$ cat config.mk
export PLATFORM = sky130hd
export DESIGN_NAME = lsu_mmio
export DESIGN_NICKNAME = d
export VERILOG_FILES = /design/src/rtl/lsu_pkg.sv /design/src/rtl/lsu_decode.sv /design/src/rtl/lsu_scratch_mem.sv /design/src/rtl/lsu_out_port.sv /design/src/rtl/lsu_in_sync.sv /design/src/rtl/lsu_mmio.sv
export SDC_FILE = /design/constraint.sdc
export NUM_CORES = 1
export LEC_CHECK = 0
export BUFFER_PORTS_ARGS = -buffer_cell sky130_fd_sc_hd__buf_2
export CORE_MARGIN = 8
export CORE_UTILIZATION = 45
export DETAILED_ROUTE_END_ITERATION = 12
export PLACE_DENSITY = 0.67
export SYNTH_ARGS = -nofsm -noshare
export SYNTH_HDL_FRONTEND = slang
export SYNTH_SLANG_ARGS = --single-unit
$ cat constraint.sdc
create_clock -name clk_i -period 2.6 [get_ports clk_i]
set_input_delay 0.39 -clock clk_i [delete_from_list [all_inputs] [get_ports clk_i]]
set_output_delay 0.39 -clock clk_i [all_outputs]
set_load 0.01 [all_outputs]
$ cat src/rtl/lsu_pkg.sv
`timescale 1ns/1ps
package lsu_pkg;
  typedef enum logic [1:0] {
    TGT_NONE = 2'd0,
    TGT_MEM  = 2'd1,
    TGT_OUT  = 2'd2,
    TGT_IN   = 2'd3
  } tgt_e;
endpackage

$ cat src/rtl/lsu_decode.sv
`timescale 1ns/1ps
module lsu_decode import lsu_pkg::*; #(
  parameter int          ADDR_W    = 16,
  parameter int          MEM_WORDS = 4,
  parameter logic [15:0] OUT_ADDR  = 16'hFC00,
  parameter logic [15:0] IN_ADDR   = 16'hFC02,
  localparam int         IDX_W     = $clog2(MEM_WORDS)
) (
  input  logic [ADDR_W-1:0] addr_i,
  output tgt_e              tgt_o,
  output logic [IDX_W-1:0]  idx_o
);
  // Everything below the output port address is scratch memory
  always_comb begin
    if (addr_i < ADDR_W'(OUT_ADDR))       tgt_o = TGT_MEM;
    else if (addr_i == ADDR_W'(OUT_ADDR)) tgt_o = TGT_OUT;
    else if (addr_i == ADDR_W'(IN_ADDR))  tgt_o = TGT_IN;
    else                                  tgt_o = TGT_NONE;
  end

  // Word-aligned index: bit 0 is the byte offset
  assign idx_o = addr_i[IDX_W:1];
endmodule

$ cat src/rtl/lsu_scratch_mem.sv
`timescale 1ns/1ps
module lsu_scratch_mem #(
  parameter int  DATA_W    = 16,
  parameter int  MEM_WORDS = 4,
  localparam int IDX_W     = $clog2(MEM_WORDS)
) (
  input  logic              clk_i,
  input  logic              rst_ni,
  input  logic              we_i,
  input  logic [IDX_W-1:0]  idx_i,
  input  logic [DATA_W-1:0] wdata_i,
  output logic [DATA_W-1:0] rdata_o
);
  logic [DATA_W-1:0] mem_q [MEM_WORDS];

  for (genvar w = 0; w < MEM_WORDS; w++) begin : g_word
    always_ff @(posedge clk_i or negedge rst_ni) begin
      if (!rst_ni)                             mem_q[w] <= '0;
      else if (we_i && idx_i == IDX_W'(w))     mem_q[w] <= wdata_i;
    end

    p_word_hold_r7: assert property (@(posedge clk_i) disable iff (!rst_ni)
      !(we_i && idx_i == IDX_W'(w)) |=> $stable(mem_q[w]));
    p_word_store_r5: assert property (@(posedge clk_i) disable iff (!rst_ni)
      (we_i && idx_i == IDX_W'(w)) |=> mem_q[w] == $past(wdata_i));
  end

  assign rdata_o = mem_q[idx_i];
endmodule

$ cat src/rtl/lsu_out_port.sv
`timescale 1ns/1ps
module lsu_out_port #(
  parameter int DATA_W = 16
) (
  input  logic              clk_i,
  input  logic              rst_ni,
  input  logic              we_i,
  input  logic [DATA_W-1:0] wdata_i,
  output logic [DATA_W-1:0] port_o
);
  logic [DATA_W-1:0] port_q;

  always_ff @(posedge clk_i or negedge rst_ni) begin
    if (!rst_ni)   port_q <= '0;
    else if (we_i) port_q <= wdata_i;
  end

  assign port_o = port_q;

  p_port_capture_r2: assert property (@(posedge clk_i) disable iff (!rst_ni)
    we_i |=> port_o == $past(wdata_i));
  p_port_hold_r2: assert property (@(posedge clk_i) disable iff (!rst_ni)
    !we_i |=> $stable(port_o));
endmodule

$ cat src/rtl/lsu_in_sync.sv
`timescale 1ns/1ps
module lsu_in_sync #(
  parameter int  DATA_W = 16,
  parameter int  STAGES = 2,
  localparam int CNT_W  = $clog2(STAGES + 1)
) (
  input  logic              clk_i,
  input  logic              rst_ni,
  input  logic [DATA_W-1:0] pads_i,
  output logic [DATA_W-1:0] sync_o
);
  logic [DATA_W-1:0] stage_q [STAGES];

  always_ff @(posedge clk_i or negedge rst_ni) begin
    if (!rst_ni) stage_q[0] <= '0;
    else         stage_q[0] <= pads_i;
  end

  for (genvar s = 1; s < STAGES; s++) begin : g_stage
    always_ff @(posedge clk_i or negedge rst_ni) begin
      if (!rst_ni) stage_q[s] <= '0;
      else         stage_q[s] <= stage_q[s-1];
    end
  end

  assign sync_o = stage_q[STAGES-1];

  // Counts edges since reset so the latency check never looks before reset
  logic [CNT_W-1:0] fill_q;
  always_ff @(posedge clk_i or negedge rst_ni) begin
    if (!rst_ni)                          fill_q <= '0;
    else if (fill_q != CNT_W'(STAGES))    fill_q <= fill_q + 1'b1;
  end

  if (STAGES == 2) begin : g_chk2
    p_sync_latency_r4: assert property (@(posedge clk_i) disable iff (!rst_ni)
      fill_q == CNT_W'(STAGES) |-> sync_o == $past(pads_i, 2));
  end
endmodule

$ cat src/rtl/lsu_mmio.sv
`timescale 1ns/1ps
module lsu_mmio import lsu_pkg::*; #(
  parameter int          ADDR_W      = 16,
  parameter int          DATA_W      = 16,
  parameter int          MEM_WORDS   = 4,
  parameter int          SYNC_STAGES = 2,
  parameter logic [15:0] OUT_ADDR    = 16'hFC00,
  parameter logic [15:0] IN_ADDR     = 16'hFC02,
  localparam int         IDX_W       = $clog2(MEM_WORDS)
) (
  input  logic              clk_i,
  input  logic              rst_ni,
  input  logic              req_valid_i,
  input  logic              req_we_i,
  input  logic [ADDR_W-1:0] req_addr_i,
  input  logic [DATA_W-1:0] req_wdata_i,
  output logic [DATA_W-1:0] rdata_o,
  input  logic [DATA_W-1:0] in_pads_i,
  output logic [DATA_W-1:0] out_pads_o
);
  tgt_e              tgt;
  logic [IDX_W-1:0]  idx;
  logic              st_en, ld_en;
  logic [DATA_W-1:0] mem_rdata, in_sync;

  assign st_en = req_valid_i &  req_we_i;
  assign ld_en = req_valid_i & ~req_we_i;

  lsu_decode #(
    .ADDR_W(ADDR_W), .MEM_WORDS(MEM_WORDS),
    .OUT_ADDR(OUT_ADDR), .IN_ADDR(IN_ADDR)
  ) u_decode (
    .addr_i(req_addr_i), .tgt_o(tgt), .idx_o(idx)
  );

  lsu_scratch_mem #(.DATA_W(DATA_W), .MEM_WORDS(MEM_WORDS)) u_mem (
    .clk_i, .rst_ni,
    .we_i   (st_en && tgt == TGT_MEM),
    .idx_i  (idx),
    .wdata_i(req_wdata_i),
    .rdata_o(mem_rdata)
  );

  lsu_out_port #(.DATA_W(DATA_W)) u_out (
    .clk_i, .rst_ni,
    .we_i   (st_en && tgt == TGT_OUT),
    .wdata_i(req_wdata_i),
    .port_o (out_pads_o)
  );

  lsu_in_sync #(.DATA_W(DATA_W), .STAGES(SYNC_STAGES)) u_sync (
    .clk_i, .rst_ni,
    .pads_i(in_pads_i),
    .sync_o(in_sync)
  );

  always_comb begin
    rdata_o = '0;
    if (ld_en) begin
      unique case (tgt)
        TGT_MEM: rdata_o = mem_rdata;
        TGT_OUT: rdata_o = out_pads_o;
        TGT_IN:  rdata_o = in_sync;
        default: rdata_o = '0;
      endcase
    end
  end

  p_out_readback_r3: assert property (@(posedge clk_i) disable iff (!rst_ni)
    (ld_en && req_addr_i == ADDR_W'(OUT_ADDR)) |-> rdata_o == out_pads_o);
  p_unmapped_zero_r8: assert property (@(posedge clk_i) disable iff (!rst_ni)
    (ld_en && req_addr_i > ADDR_W'(OUT_ADDR) && req_addr_i != ADDR_W'(IN_ADDR))
      |-> rdata_o == '0);
  p_idle_zero_r9: assert property (@(posedge clk_i) disable iff (!rst_ni)
    !ld_en |-> rdata_o == '0);
  p_no_valid_hold_r10: assert property (@(posedge clk_i) disable iff (!rst_ni)
    !req_valid_i |=> $stable(out_pads_o));
endmodule

==> results.sh <==
export IMPL_slew_viol_final=0
export IMPL_cp_common_cell="buf_2"
export IMPL_final_net_count=455
export IMPL_grt_pass1_vias=3323
export IMPL_antenna_found_initial=0
export IMPL_setup_violations=0
export IMPL_synth_seq_area_share_pct=59.4
export IMPL_cp_slowest_stage_delay_ps=530
export IMPL_drive_gt1_share_pct=57.6
export IMPL_start_util_pct=45.9
export IMPL_numClockSinks=112
export IMPL_routed_via_density=5.34
export IMPL_setup_tns_ps=0
export IMPL_drc_errors=0
export IMPL_r2r_cells=1
export IMPL_max_slew_margin_rel_pct=49.8
export IMPL_criticalPathCategory="in -> out"
export IMPL_switching_share_pct=24.2
export IMPL_io_buffers=83
export IMPL_cts_buffers_inserted=9
export IMPL_vias=2903
export IMPL_rows=37
export IMPL_cts_root_buf="clkbuf_8"
export IMPL_synth_top_cells_by_area="dfrtp_1 59%, mux2_2 21%, mux4_2 7.6%"
export IMPL_grt_first_pass_wirelength_mm=17.1
export IMPL_switchingPower_mw=0.926
export IMPL_layout_common_cells="112 x dfrtp_1, 86 x mux2_2, 82 x buf_2"
export IMPL_ios=84
export IMPL_grt_max_degree=54
export IMPL_antenna_cells=0
export IMPL_core_area_mm2=0.0103
export IMPL_leakagePower_nw=2.66
export IMPL_synth_top_area_share_pct=59.4
export IMPL_yosys_register_bits=112
export IMPL_die_h_um=118
export IMPL_synthesis_nets=359
export IMPL_cts_resized_gates=0
export IMPL_hold_violations=0
export IMPL_r2r_end="u_out.port_o[0]$_DFFE_PN0P_"
export IMPL_clockBufferDepth=2
export IMPL_worstPathCellList="buf_2, or4_4, nor4_4, buf_12, nand3_1, a21oi_1, buf_2"
export IMPL_area_delta_synth_final_pct=19.2
export IMPL_cp_num_buf_inv=3
export IMPL_dp_hpwl_mm=7.20
export IMPL_path_delay_family="simple AND/OR/NAND/NOR gates"
export IMPL_clock_skew_ps=3.84
export IMPL_track_usage_pct=15.3
export IMPL_hp_class="in -> async"
export IMPL_timing_fmax_ghz=0.419
export IMPL_first_pass_iters=4
export IMPL_crit_path_end_kind="primary output"
export IMPL_cts_setup_buffers=0
export IMPL_critPathMaxFanout=17
export IMPL_gp_congestion=0.709
export IMPL_netlist_instances=307
export IMPL_syn_cell_area_mm2=0.00472
export IMPL_drtIter0Drc=163
export IMPL_r2r_slack_ps=1810
export IMPL_layout_commonest_cell="dfrtp_1"
export IMPL_maxCapViolations=0
export IMPL_comb_power_share_pct=15.2
export IMPL_die_area_mm2=0.0140
export IMPL_path_clk_slew_ps=110
export IMPL_antenna_left=0
export IMPL_synth_top_area_cell="dfrtp_1"
export IMPL_period_needed_ps=2390
export IMPL_tightestPinTransition_ps=753
export IMPL_required_ps=2210
export IMPL_critPathLaunchType="input port"
export IMPL_r2r_start="u_out.port_o[0]$_DFFE_PN0P_"
export IMPL_pwr_density_cell_mw_per_mm2=680
export IMPL_grt_overflow=0
export IMPL_cp_slowest_cell="or4_4"
export IMPL_fin_cells=544
export IMPL_cts_max_level=3
export IMPL_irDropWorstVdd_v=0.000428
export IMPL_worstPathArrival_ps=2000
export IMPL_cts_tree="yes"
export IMPL_fp_dieW_um=118
export IMPL_postSynthAreaPerCell_um2=15.4
export IMPL_synthDistinctLibCells=22
export IMPL_insertion_delay_ps=370
export IMPL_pwr_share_seq_pct=54.7
export IMPL_fin_crit_sh_pct=91.9
export IMPL_p_int_mw=2.90
export IMPL_hold_buffers=0
export IMPL_p_clk_share_pct=30.0
export IMPL_rsz0062_at_grt="false"
export IMPL_routed_wl_mm=10.1
export IMPL_outcome="finished, final reports clean"
export IMPL_dp_cells=528
export IMPL_ys_warn_count=0
export IMPL_wl_per_cell_um=18.5
==> final cells by class <==
type	instances	area, um^2
tap	136	170
clock buffer	9	124
timing repair buffer	103	593
sequential	112	2800
multi-input combinational	177	1830
clock inverter	7	105
fill	876	4650
==> stage by stage <==
step,instance area [um^2],worst slack (ps),hold slack (ps),total power [mW],utilization [%]
floorplan,4720,212,94.4,2.50,-
detailed placement,5400,205,336,2.72,52.5
finish,5630,211,45.9,3.83,54.8
global route,5630,83.1,78.7,4.02,54.8
CTS,5630,226,61.5,3.88,54.8
global placement,5400,224,333,2.69,52.5
==> flip-flops by register name, indices dropped and copies added, names as in the netlist <==
signal,cells
u_mem.mem_q,64
u_out.port_o,16
u_sync.stage_q,16
u_sync.sync_o,16
==> cell usage after synthesis <==
cell / count
mux2_4: 10
clkbuf_1: 7
nand2_1: 20
nor4_4: 1
nand3_4: 1
buf_6: 1
mux4_2: 16
nor3_2: 1
buf_2: 7
nand3_1: 16
or4_1: 1
nor2_1: 1
nand4b_1: 2
mux2_2: 86
dfrtp_1: 112
or4_4: 1
nand4_1: 1
and2_0: 1
or3_1: 2
nand2b_1: 1
buf_1: 3
a21oi_1: 16
==> power groups by stage <==
stage / clock network (mW) / registers (mW) / logic, mW
2_1_floorplan: 0 / 2.09 / 0.415
3_3_place_gp: 0 / 2.11 / 0.578
3_5_place_dp: 0 / 2.13 / 0.595
4_1_cts: 1.19 / 2.09 / 0.596
5_1_grt: 1.25 / 2.12 / 0.647
6_report: 1.15 / 2.09 / 0.583
==> per-layer routing <==
| metal | part of all wire [%] | wire length, um | global-route usage, % |
|---|---|---|---|
| met1 | 43 | 4300 | 17.9 |
| met2 | 52 | 5190 | 26.8 |
| met3 | 4.5 | 449 | 4.33 |
| met4 | 1.3 | 126 | 4.82 |
| met5 | 0 | 0 | 0 |
==> cells by family after synthesis <==
| logic type | after synthesis | synth area share [%] |
|---|---|---|
| multiplexers | 112 | 31.3 |
| AO/OA/AOI/OAI | 16 | 1.70 |
| AND/OR/NAND/NOR | 49 | 5.83 |
| flip-flops | 112 | 59.4 |
| buffers and inverters | 18 | 1.78 |
==> worst max-delay path by stage <==
| stage | start | endpoint | slack, ps | cells after the start |
|---|---|---|---|---|
| global placement | req_addr_i[6] | rdata_o[4] | 220 | 7 |
| floorplan | req_addr_i[6] | rdata_o[10] | 210 | 5 |
| CTS | req_addr_i[6] | rdata_o[4] | 230 | 7 |
| finish | req_addr_i[6] | rdata_o[4] | 210 | 7 |
| global route | req_addr_i[6] | rdata_o[4] | 80 | 7 |
| detailed placement | req_addr_i[6] | u_out.port_o[11]$_DFFE_PN0P_ | 210 | 6 |
Note: power is estimated with default switching activity, not from simulation.
